**config.mk**
```make
export PLATFORM = sky130hd
export DESIGN_NAME = cfgspi_top
export DESIGN_NICKNAME = d
export VERILOG_FILES = /design/src/rtl/cfgspi_pkg.sv /design/src/rtl/cfgspi_sync.sv /design/src/rtl/cfgspi_frame.sv /design/src/rtl/cfgspi_regs.sv /design/src/rtl/cfgspi_top.sv
export SDC_FILE = /design/constraint.sdc
export NUM_CORES = 1
export LEC_CHECK = 0
export BUFFER_PORTS_ARGS = -buffer_cell sky130_fd_sc_hd__buf_2
export CORE_ASPECT_RATIO = 1.4
export CORE_MARGIN = 2
export CORE_UTILIZATION = 51
export CTS_CLUSTER_SIZE = 30
export DETAILED_ROUTE_END_ITERATION = 12
export PLACE_DENSITY = 0.75
export SLEW_MARGIN = 20
export SYNTH_ARGS = -nofsm -noshare
export SYNTH_HDL_FRONTEND = slang
export SYNTH_SLANG_ARGS = --single-unit
```
**constraint.sdc**
```tcl
create_clock -name clk -period 1.65 [get_ports clk]
set_input_delay 0.33 -clock clk [delete_from_list [all_inputs] [get_ports clk]]
set_output_delay 0.33 -clock clk [all_outputs]
set_load 0.05 [all_outputs]
```
**src/rtl/cfgspi_pkg.sv**
```systemverilog
package cfgspi_pkg;
    localparam int FRAME_BITS = 16;
    localparam int HDR_BITS   = 4;
    localparam int DATA_BITS  = 12;
    localparam int RA_BITS    = 3;
    localparam int CNT_BITS   = $clog2(FRAME_BITS + 1);
    localparam int PRESAMP_W  = 10;
    localparam int SIZE_W     = 3;
    localparam int LED_W      = 7;
    localparam int TPS_W      = 2;
    localparam int PB_AW      = 7;
    localparam int FLAG_W     = 2;

    typedef enum logic [RA_BITS-1:0] {
        RA_PRESAMP = 3'd0,
        RA_SIZE    = 3'd1,
        RA_LED     = 3'd2,
        RA_TPSEND  = 3'd3,
        RA_FREQ    = 3'd4,
        RA_FLAGS   = 3'd5,
        RA_PBADDR  = 3'd6,
        RA_PBDATA  = 3'd7
    } reg_addr_e;
endpackage

```
**src/rtl/cfgspi_sync.sv**
```systemverilog
module cfgspi_sync #(
    parameter int          STAGES  = 2,
    parameter int          W       = 4,
    parameter logic [W-1:0] RST_VAL = '0
) (
    input  logic         clk,
    input  logic         rst_n,
    input  logic [W-1:0] d_i,
    output logic [W-1:0] q_o
);
    logic [W-1:0] stage_d [STAGES];
    logic [W-1:0] stage_q [STAGES];

    always_comb begin
        stage_d[0] = d_i;
        for (int i = 1; i < STAGES; i++) begin
            stage_d[i] = stage_q[i-1];
        end
    end

    always_ff @(posedge clk or negedge rst_n) begin
        if (!rst_n) begin
            for (int i = 0; i < STAGES; i++) begin
                stage_q[i] <= RST_VAL;
            end
        end else begin
            stage_q <= stage_d;
        end
    end

    assign q_o = stage_q[STAGES-1];
endmodule

```
**src/rtl/cfgspi_frame.sv**
```systemverilog
module cfgspi_frame
    import cfgspi_pkg::*;
(
    input  logic                 clk,
    input  logic                 rst_n,
    input  logic                 en_i,
    input  logic                 sclk_i,
    input  logic                 cs_n_i,
    input  logic                 mosi_i,
    input  logic [DATA_BITS-1:0] rd_data_i,
    output logic [RA_BITS-1:0]   rd_addr_o,
    output logic                 wr_stb_o,
    output logic [RA_BITS-1:0]   wr_addr_o,
    output logic [DATA_BITS-1:0] wr_data_o,
    output logic                 miso_o
);
    typedef struct packed {
        logic                  sclk_prev;
        logic [FRAME_BITS-1:0] rx;
        logic [CNT_BITS-1:0]   cnt;
        logic [DATA_BITS-1:0]  tx;
        logic                  rd_mode;
        logic                  miso;
        logic                  wr_stb;
        logic [RA_BITS-1:0]    wr_addr;
        logic [DATA_BITS-1:0]  wr_data;
    } frame_t;

    frame_t st_d, st_q;
    logic                  rise, fall;
    logic [FRAME_BITS-1:0] rx_next;

    assign rise      = sclk_i & ~st_q.sclk_prev;
    assign fall      = ~sclk_i & st_q.sclk_prev;
    assign rx_next   = {st_q.rx[FRAME_BITS-2:0], mosi_i};
    // header bits so far plus the bit arriving now form the register number
    assign rd_addr_o = rx_next[RA_BITS:1];

    always_comb begin
        st_d           = st_q;
        st_d.sclk_prev = sclk_i;
        st_d.wr_stb    = 1'b0;
        if (!en_i || cs_n_i) begin
            st_d.cnt     = '0;
            st_d.rd_mode = 1'b0;
            st_d.miso    = 1'b0;
        end else begin
            if (rise && st_q.cnt < CNT_BITS'(FRAME_BITS)) begin
                st_d.rx  = rx_next;
                st_d.cnt = st_q.cnt + 1'b1;
                if (st_q.cnt == CNT_BITS'(HDR_BITS - 1)) begin
                    st_d.rd_mode = ~mosi_i;
                    st_d.tx      = rd_data_i;
                end
                if (st_q.cnt == CNT_BITS'(FRAME_BITS - 1) && rx_next[DATA_BITS]) begin
                    st_d.wr_stb  = 1'b1;
                    st_d.wr_addr = rx_next[FRAME_BITS-1 -: RA_BITS];
                    st_d.wr_data = rx_next[DATA_BITS-1:0];
                end
            end
            if (fall) begin
                if (st_q.rd_mode) begin
                    {st_d.miso, st_d.tx} = {st_q.tx, 1'b0};
                end else begin
                    st_d.miso = 1'b0;
                end
            end
        end
    end

    always_ff @(posedge clk or negedge rst_n) begin
        if (!rst_n) st_q <= '0;
        else        st_q <= st_d;
    end

    assign wr_stb_o  = st_q.wr_stb;
    assign wr_addr_o = st_q.wr_addr;
    assign wr_data_o = st_q.wr_data;
    assign miso_o    = st_q.miso;
endmodule

```
**src/rtl/cfgspi_regs.sv**
```systemverilog
module cfgspi_regs
    import cfgspi_pkg::*;
#(
    parameter int PB_DW = 8
) (
    input  logic                 clk,
    input  logic                 rst_n,
    input  logic                 wr_stb_i,
    input  logic [RA_BITS-1:0]   wr_addr_i,
    input  logic [DATA_BITS-1:0] wr_data_i,
    input  logic [RA_BITS-1:0]   rd_addr_i,
    output logic [DATA_BITS-1:0] rd_data_o,
    input  logic [DATA_BITS-1:0] freq_count_i,
    input  logic [FLAG_W-1:0]    tp_flags_i,
    output logic [PRESAMP_W-1:0] presamples_o,
    output logic [SIZE_W-1:0]    size_code_o,
    output logic [LED_W-1:0]     led_o,
    output logic [TPS_W-1:0]     tp_send_o,
    output logic                 flag_rearm_o,
    output logic [PB_AW-1:0]     pbus_addr_o,
    output logic                 pbus_wr_o,
    output logic                 pbus_rd_o,
    output logic [PB_DW-1:0]     pbus_wdata_o,
    input  logic [PB_DW-1:0]     pbus_rdata_i
);
    localparam int DIR_BIT = PB_AW;

    typedef struct packed {
        logic [PRESAMP_W-1:0] presamp;
        logic [SIZE_W-1:0]    size;
        logic [LED_W-1:0]     led;
        logic [TPS_W-1:0]     tps;
        logic [PB_AW-1:0]     pb_addr;
        logic                 pb_dir;
        logic [PB_DW-1:0]     pb_rdata;
        logic [PB_DW-1:0]     pb_wdata;
        logic                 pb_wr;
        logic                 pb_rd;
        logic                 rearm;
    } regs_t;

    regs_t rg_d, rg_q;

    always_comb begin
        rg_d       = rg_q;
        rg_d.pb_wr = 1'b0;
        rg_d.pb_rd = 1'b0;
        rg_d.rearm = 1'b0;
        if (rg_q.pb_rd) rg_d.pb_rdata = pbus_rdata_i;
        if (wr_stb_i) begin
            case (reg_addr_e'(wr_addr_i))
                RA_PRESAMP: rg_d.presamp = wr_data_i[PRESAMP_W-1:0];
                RA_SIZE:    rg_d.size    = wr_data_i[SIZE_W-1:0];
                RA_LED:     rg_d.led     = wr_data_i[LED_W-1:0];
                RA_TPSEND:  rg_d.tps     = wr_data_i[TPS_W-1:0];
                RA_FLAGS:   rg_d.rearm   = 1'b1;
                RA_PBADDR: begin
                    rg_d.pb_addr = wr_data_i[PB_AW-1:0];
                    rg_d.pb_dir  = wr_data_i[DIR_BIT];
                    rg_d.pb_rd   = ~wr_data_i[DIR_BIT];
                end
                RA_PBDATA: begin
                    if (rg_q.pb_dir) begin
                        rg_d.pb_wr    = 1'b1;
                        rg_d.pb_wdata = wr_data_i[PB_DW-1:0];
                    end
                end
                default: ;
            endcase
        end
    end

    always_comb begin
        case (reg_addr_e'(rd_addr_i))
            RA_PRESAMP: rd_data_o = DATA_BITS'(rg_q.presamp);
            RA_SIZE:    rd_data_o = DATA_BITS'(rg_q.size);
            RA_LED:     rd_data_o = DATA_BITS'(rg_q.led);
            RA_TPSEND:  rd_data_o = DATA_BITS'(rg_q.tps);
            RA_FREQ:    rd_data_o = freq_count_i;
            RA_FLAGS:   rd_data_o = DATA_BITS'(tp_flags_i);
            RA_PBADDR:  rd_data_o = DATA_BITS'({rg_q.pb_dir, rg_q.pb_addr});
            default:    rd_data_o = DATA_BITS'(rg_q.pb_rdata);
        endcase
    end

    always_ff @(posedge clk or negedge rst_n) begin
        if (!rst_n) rg_q <= '0;
        else        rg_q <= rg_d;
    end

    assign presamples_o = rg_q.presamp;
    assign size_code_o  = rg_q.size;
    assign led_o        = rg_q.led;
    assign tp_send_o    = rg_q.tps;
    assign flag_rearm_o = rg_q.rearm;
    assign pbus_addr_o  = rg_q.pb_addr;
    assign pbus_wr_o    = rg_q.pb_wr;
    assign pbus_rd_o    = rg_q.pb_rd;
    assign pbus_wdata_o = rg_q.pb_wdata;
endmodule

```
**src/rtl/cfgspi_top.sv**
```systemverilog
module cfgspi_top
    import cfgspi_pkg::*;
#(
    parameter int SYNC_STAGES = 2,
    parameter int PB_DW       = 8
) (
    input  logic                 clk,
    input  logic                 rst_n,
    input  logic                 cfg_sel_i,
    input  logic                 spi_sclk_i,
    input  logic                 spi_cs_n_i,
    input  logic                 spi_mosi_i,
    output logic                 spi_miso_o,
    output logic                 adc_sclk_o,
    output logic                 adc_cs_n_o,
    output logic                 adc_mosi_o,
    input  logic                 adc_miso_i,
    input  logic [11:0]          freq_count_i,
    input  logic [1:0]           tp_flags_i,
    output logic [9:0]           presamples_o,
    output logic [2:0]           size_code_o,
    output logic [6:0]           led_o,
    output logic [1:0]           tp_send_o,
    output logic                 flag_rearm_o,
    output logic [6:0]           pbus_addr_o,
    output logic                 pbus_wr_o,
    output logic                 pbus_rd_o,
    output logic [PB_DW-1:0]     pbus_wdata_o,
    input  logic [PB_DW-1:0]     pbus_rdata_i
);
    logic [3:0]           sync_q;
    logic                 wr_stb;
    logic [RA_BITS-1:0]   wr_addr;
    logic [DATA_BITS-1:0] wr_data;
    logic [RA_BITS-1:0]   rd_addr;
    logic [DATA_BITS-1:0] rd_data;
    logic                 frame_miso;

    cfgspi_sync #(
        .STAGES  (SYNC_STAGES),
        .W       (4),
        .RST_VAL (4'b0100)
    ) sync_i (
        .clk   (clk),
        .rst_n (rst_n),
        .d_i   ({cfg_sel_i, spi_cs_n_i, spi_sclk_i, spi_mosi_i}),
        .q_o   (sync_q)
    );

    cfgspi_frame frame_i (
        .clk       (clk),
        .rst_n     (rst_n),
        .en_i      (sync_q[3]),
        .sclk_i    (sync_q[1]),
        .cs_n_i    (sync_q[2]),
        .mosi_i    (sync_q[0]),
        .rd_data_i (rd_data),
        .rd_addr_o (rd_addr),
        .wr_stb_o  (wr_stb),
        .wr_addr_o (wr_addr),
        .wr_data_o (wr_data),
        .miso_o    (frame_miso)
    );

    cfgspi_regs #(.PB_DW(PB_DW)) regs_i (
        .clk          (clk),
        .rst_n        (rst_n),
        .wr_stb_i     (wr_stb),
        .wr_addr_i    (wr_addr),
        .wr_data_i    (wr_data),
        .rd_addr_i    (rd_addr),
        .rd_data_o    (rd_data),
        .freq_count_i (freq_count_i),
        .tp_flags_i   (tp_flags_i),
        .presamples_o (presamples_o),
        .size_code_o  (size_code_o),
        .led_o        (led_o),
        .tp_send_o    (tp_send_o),
        .flag_rearm_o (flag_rearm_o),
        .pbus_addr_o  (pbus_addr_o),
        .pbus_wr_o    (pbus_wr_o),
        .pbus_rd_o    (pbus_rd_o),
        .pbus_wdata_o (pbus_wdata_o),
        .pbus_rdata_i (pbus_rdata_i)
    );

    // route host lines: local decode parks the converter side
    assign spi_miso_o = cfg_sel_i ? frame_miso : adc_miso_i;
    assign adc_cs_n_o = cfg_sel_i | spi_cs_n_i;
    assign adc_sclk_o = ~cfg_sel_i & spi_sclk_i;
    assign adc_mosi_o = ~cfg_sel_i & spi_mosi_i;
endmodule

```
# --- Word-level counts from Yosys, hierarchy flattened ---
# Index checks and enable logic that the tools add are counted.
# W data, S select, Z words.
op_classes:
  n_addsub: 1
  multipliers: 0
  n_div: 0
  n_lt_le_gt_ge: 1
  n_eq_ne: 14
  shift: 0
  muxes: 18
  n_bitwise: 11
  reduce_logical: 18
ops:
  columns: ["cell", "n"]
  rows:
  - ["$pmux W12 S7", 1]
  - ["$mux W16", 3]
  - ["$mux W12", 2]
  - ["$eq A3 B3 Y1 const B", 6]
  - ["$mux W18", 1]
  - ["$reduce_and A2 Y1", 7]
  - ["$mux W13", 1]
  - ["$eq A3 B2 Y1 const B", 4]
  - ["$mux W1", 7]
  - ["$eq A3 B1 Y1 const B", 2]
  - ["$logic_not A3 Y1", 2]
  - ["$not A1 Y1", 6]
  - ["$reduce_and A3 Y1", 2]
  - ["$reduce_bool A2 Y1", 3]
  - ["$add A5 B1 Y5 const B", 1]
  - ["$eq A5 B2 Y1 const B", 1]
  - ["$eq A5 B4 Y1 const B", 1]
  - ["$lt A5 B5 Y1 const B", 1]
  - ["$mux W5", 1]
  - ["$and A1 B1 Y1", 4]
  - ["$mux W3", 1]
  - ["$logic_and A1 B1 Y1", 2]
  - ["$mux W2", 1]
  - ["$logic_not A1 Y1", 1]
  - ["other kinds (2)", 2]
totals:
  ff_bits: 108
  latchBits: 0
  ram_bits: 0
  romBits: 0
  input_bits: 29
  out_inout_bits: 44
  word_cells: 85
  memories: 0

# --- Longest topological paths before layout ---
logic_depth:
  ltp_word: 6
  mapped_depth: 7
  mapped_depth_nobuf: 6

# --- Hierarchy ---
# A second synthesis with hierarchy kept.
hier_totals:
  cells_unflattened: 433
  area_unflattened_um2: 5318.9
modules_own_cells:
  columns: ["mod", "n_inst", "cells_per_inst", "area_per_inst_um2", "seq_area_each_um2"]
  rows:
  - ["cfgspi_regs", 1, 213, 2602.5, 1226.2]
  - ["cfgspi_frame", 1, 208, 2474.9, 1276.2]
  - ["cfgspi_sync", 1, 8, 202.7, 202.7]
  - ["cfgspi_top", 1, 4, 38.8, 0.0]

# --- Worst setup path after synthesis ---
# OpenSTA, ideal clock, no wires.
synth_path:
  path_type: "register to register"
  startpoint: "register frame_i.st_q[30] in the netlist's numbering"
  endpoint: "register frame_i.st_q, in the netlist frame_i.wr_addr_o[2]"
  setup_ns: 0.125
  arrival_time_ns: 1.560
  t_required_ns: 1.525
  setup_slack_ns: -0.035
  stages_incl_launch_ff: 8
  n_path_buf: 1
  period_less_slack_ns: 1.685
  path_cell_list: "dfrtp_1 -> ha_1 -> and3_1 -> ha_1 -> nand2_1 -> nor2_8 -> buf_12 -> mux2_4"
synth_between:
  elab_chain_len: 3
  word_cells_on_any_way: 5
  classes_between: "1 x order compare; 1 x eq/ne; 3 x reduce/logical"
synth_rtl:
  columns: ["item", "line_no", "source"]
  rows:
  - ["from (decl)", "cfgspi_frame.sv:29", "frame_t st_d, st_q;"]
  - ["from (signal assigned)", "cfgspi_frame.sv:73", "else st_q <= st_d;"]
  - ["$lt A5 B5 Y1 / $eq A5 B4 Y1 (equally long branches)", "cfgspi_frame.sv:48, cfgspi_frame.sv:55", null]
  - ["$logic_and A1 B1 Y1 (on tied branches)", "cfgspi_frame.sv:48, cfgspi_frame.sv:55", null]
  - ["$reduce_and A3 Y1 (no line) (*)", null, null]
# Mark *: on every way between the ends. The rest lies on a longest branch, timed or not.
# A chain may end at the register's enable or synchronous reset.

# --- Worst setup path after layout ---
layout_path:
  startpoint: "register frame_i.st_q[30] in the netlist's numbering"
  endpoint: "register frame_i.st_q, in the netlist frame_i.wr_data_o[3]"
# The elaborated chain is that of the path after synthesis.

==> reports/metrics.yaml <==
synth:
  yosysTopAreaCellShare_pct: 53.6
  yosys.area_share.simple_pct: 8.65
  yosysUniqueCellTypes: 53
  synthTopCellsByArea: "dfrtp_1 54%, mux2_2 14%, buf_4 6.0%"
  ys.flop_type: "dfrtp_1"
  seq_area_frac_synth_pct: 54.6
  syn_area_per_cell_um2: 12.7
  ys_warn_count: 0
  syn_nets: 415
  syn-cell-area_um2: 4860
  synthArstFlopShare_pct: 100
  synth_xor_xnor_area_share_pct: 0.541
  synth_top_family_by_area: "multiplexers"
  synth_enable_flop_cells: 0
  synth_mux_area_share_pct: 19.6
  synth_area_leader_cell: "dfrtp_1"
  synth_fa_ha_area_share_pct: 0.515
  synthCells: 384
  ys_ff_latch: 106
  synth_compound_area_share_pct: 7.75
routing:
  drc_errors: 0
  vias: 3137
  drtIter0Drc: 211
  postRouteAntennaNets: 0
  drt_pre_antenna_iters: 4
  wl_um: 10300
  wl_per_cell_um: 18.2
  via_per_inst: 5.57
cts:
  numCtsBuffers: 9
  cts_tree: "yes"
  clock_latency_ns: 0.35
  cts_root_buffer: "clkbuf_16"
  h-tree-depth: 3
  clkTransAtPathRegs_ns: 0.06
  clock_path_buffers: 2
  cts.sinks: 106
critical_path:
  cp-start-kind: "flip-flop"
  worst-path-max-fanout: 4
  crit_arrival_ns: 1.94
  cp.required_ns: 1.88
  crit_type: "reg -> reg"
  endpoint_kind: "flip-flop"
power_and_ir_drop:
  power_density_nw_per_um2: 947
  power.leakage_nw: 2.85
  ir_drop_mv: 0.659
layout:
  finalNonFillerCells: 563
  seq_area_um2: 2660
  multiInputGateArea_um2: 1880
  n_fill_cell: 731
  layout.cells.most_common_list: "104 x dfrtp_1, 71 x buf_2, 57 x mux2_2"
  drive_gt1_share_pct: 46.8
  areaGrowthSynthToFinish_pct: 17.1
  layout_commonest_cell: "dfrtp_1"
  final_nets: 479
  postLayoutCellArea_um2: 5690
  antenna_cells: 0
die:
  placementRows: 42
  core-area_um2: 9350
  ioPinCount: 73
  die_height_um: 120
  start_util_pct: 52.0
  die-area_um2: 10300
  die_w_um: 86.5
sta:
  fmax_ghz: 0.585
  whs_ns: 0.0926
  finalCriticalPeriod_ns: 1.71
  drv_slew: 0
  worst_slack_ns: -0.0601
  finClkSkew_ns: 0.00876
  setup_violations: 13
  fin_crit_sh_pct: 104
  rsz0062_at_grt: "yes"
  slew_headroom_pct: 65.9
  finalHoldViolCount: 0
  tightestPinTransition_ns: 0.512
global_routing:
  grt_pass1_vias: 3237
  use_met2_pct: 35.1
  gr-usage-met3_pct: 3.23
  antenna_found_initial: 0
  grt_pass1_wl_um: 16800
  grt.total_usage_pct: 21.4
  grt_max_degree: 39
  grt.met1_usage_pct: 27.5
  gr-total-overflow: 0
  top_usage_layer: "met2"
place:
  placedCellCount: 544
  place_area_um2: 5290
  hpwlAfterDp_um: 7420
  io_buffers: 72
  pre_cts_slack_ns: -0.0624
  routabilityCongestion: 0.819
job:
  drv_cap: 0
run_status:
  violations: "setup timing"
  status: "complete, but fails checks"
worst_hold_path:
  hp-class: "in -> reg"
## through the flow
step                power (W)  TNS [ns]  util (%)
CTS                   0.00543    -0.307      60.5
global placement      0.00342   -0.0744      56.6
global route          0.00560     -1.23      60.8
detailed placement    0.00344    -0.393      56.6
floorplan             0.00314         0         -
finish                0.00539    -0.573      60.8
## power by group
group          internal [W]  switching (W)
sequential          0.00265      0.0000416
combinational      0.000295       0.000407
clock               0.00110       0.000896
## worst max-delay path, cell delays in order, from the launching register on
cell	delay (ns)
dfrtp_1	0.40
ha_4	0.16
and3_4	0.19
ha_4	0.15
nand2_4	0.07
nor2_8	0.18
buf_4	0.15
mux2_4	0.29
## routing by layer
metal	vias up	wire length, um
met3	18	343
met4	0	231
met2	78	5380
li1	1453	-
met5	-	0
met1	1588	4310
## area by class of cell
class	instances	area share (%)
inverter	11	0.725
clock inverter	4	0.462
clock buffer	12	4.51
multi-input combinational	215	33.0
tap	110	2.42
timing repair buffer	105	12.3
sequential	106	46.6
## worst paths after layout
path                       slack, ns  depth (start not counted)              start                    to
max in group asynchronous       0.57                          3              rst_n    frame_i.rx_next[6]
min in group asynchronous       0.49                          2              rst_n       regs_i.led_o[0]
hold reg to reg                 0.35                          0  sync_i.stage_d[1]         sync_i.q_o[1]
setup / recovery               -0.06                          7   frame_i.st_q[30]  frame_i.wr_data_o[3]
setup reg to reg               -0.06                          7   frame_i.st_q[30]  frame_i.wr_data_o[3]
hold / removal                  0.09                          1         spi_cs_n_i     sync_i.stage_d[2]
## cells by family (layout without fill, tap and decap cells)
kind of cell | after synthesis | in the layout
AOI/OAI and AO/OA | 56 | 56
xor gates and xnor gates | 3 | 3
buffers and inverters | 63 | 132
muxes | 83 | 83
and+or+nand+nor | 71 | 71
DFF | 106 | 106
adders and majority gates | 2 | 2
## registers in the layout (all words and copies together) (netlist names)
name and cells:
frame_i.st_q 19, frame_i.rx_next 12, frame_i.wr_data_o 10, regs_i.presamples_o 10
regs_i.rg_q 9, regs_i.pbus_wdata_o 8, regs_i.led_o 7, regs_i.pbus_addr_o 7
sync_i.q_o 4, sync_i.stage_d 4, frame_i.rd_addr_o 3, frame_i.wr_addr_o 3
regs_i.size_code_o 3, regs_i.tp_send_o 2, frame_i.miso_o 1, frame_i.wr_stb_o 1
regs_i.flag_rearm_o 1, regs_i.pbus_rd_o 1, regs_i.pbus_wr_o 1
## cells in the mapped netlist, drive strengths merged (3+ instances only)
library cell / count
mux2: 70
nand2b: 4
nor3b: 3
o21ai: 21
nand2: 17
nor3: 5
a21oi: 8
inv: 11
clkbuf: 8
dfrtp: 104
buf: 44
o31ai: 4
or2: 3
and2: 7
mux2i: 13
nor2: 16
a221o: 4
nand3: 3
a221oi: 4
and3: 3
## what timing repair did
action,4_1_cts,5_1_grt
setup buffers,0,1
hold endpoints to repair,33,0
gates cloned,1,0
gates resized for setup,11,6
endpoints found under the setup margin,20,26
pin swaps,3,2
hold buffers,1,0
Power figures use the tool's default switching activity.
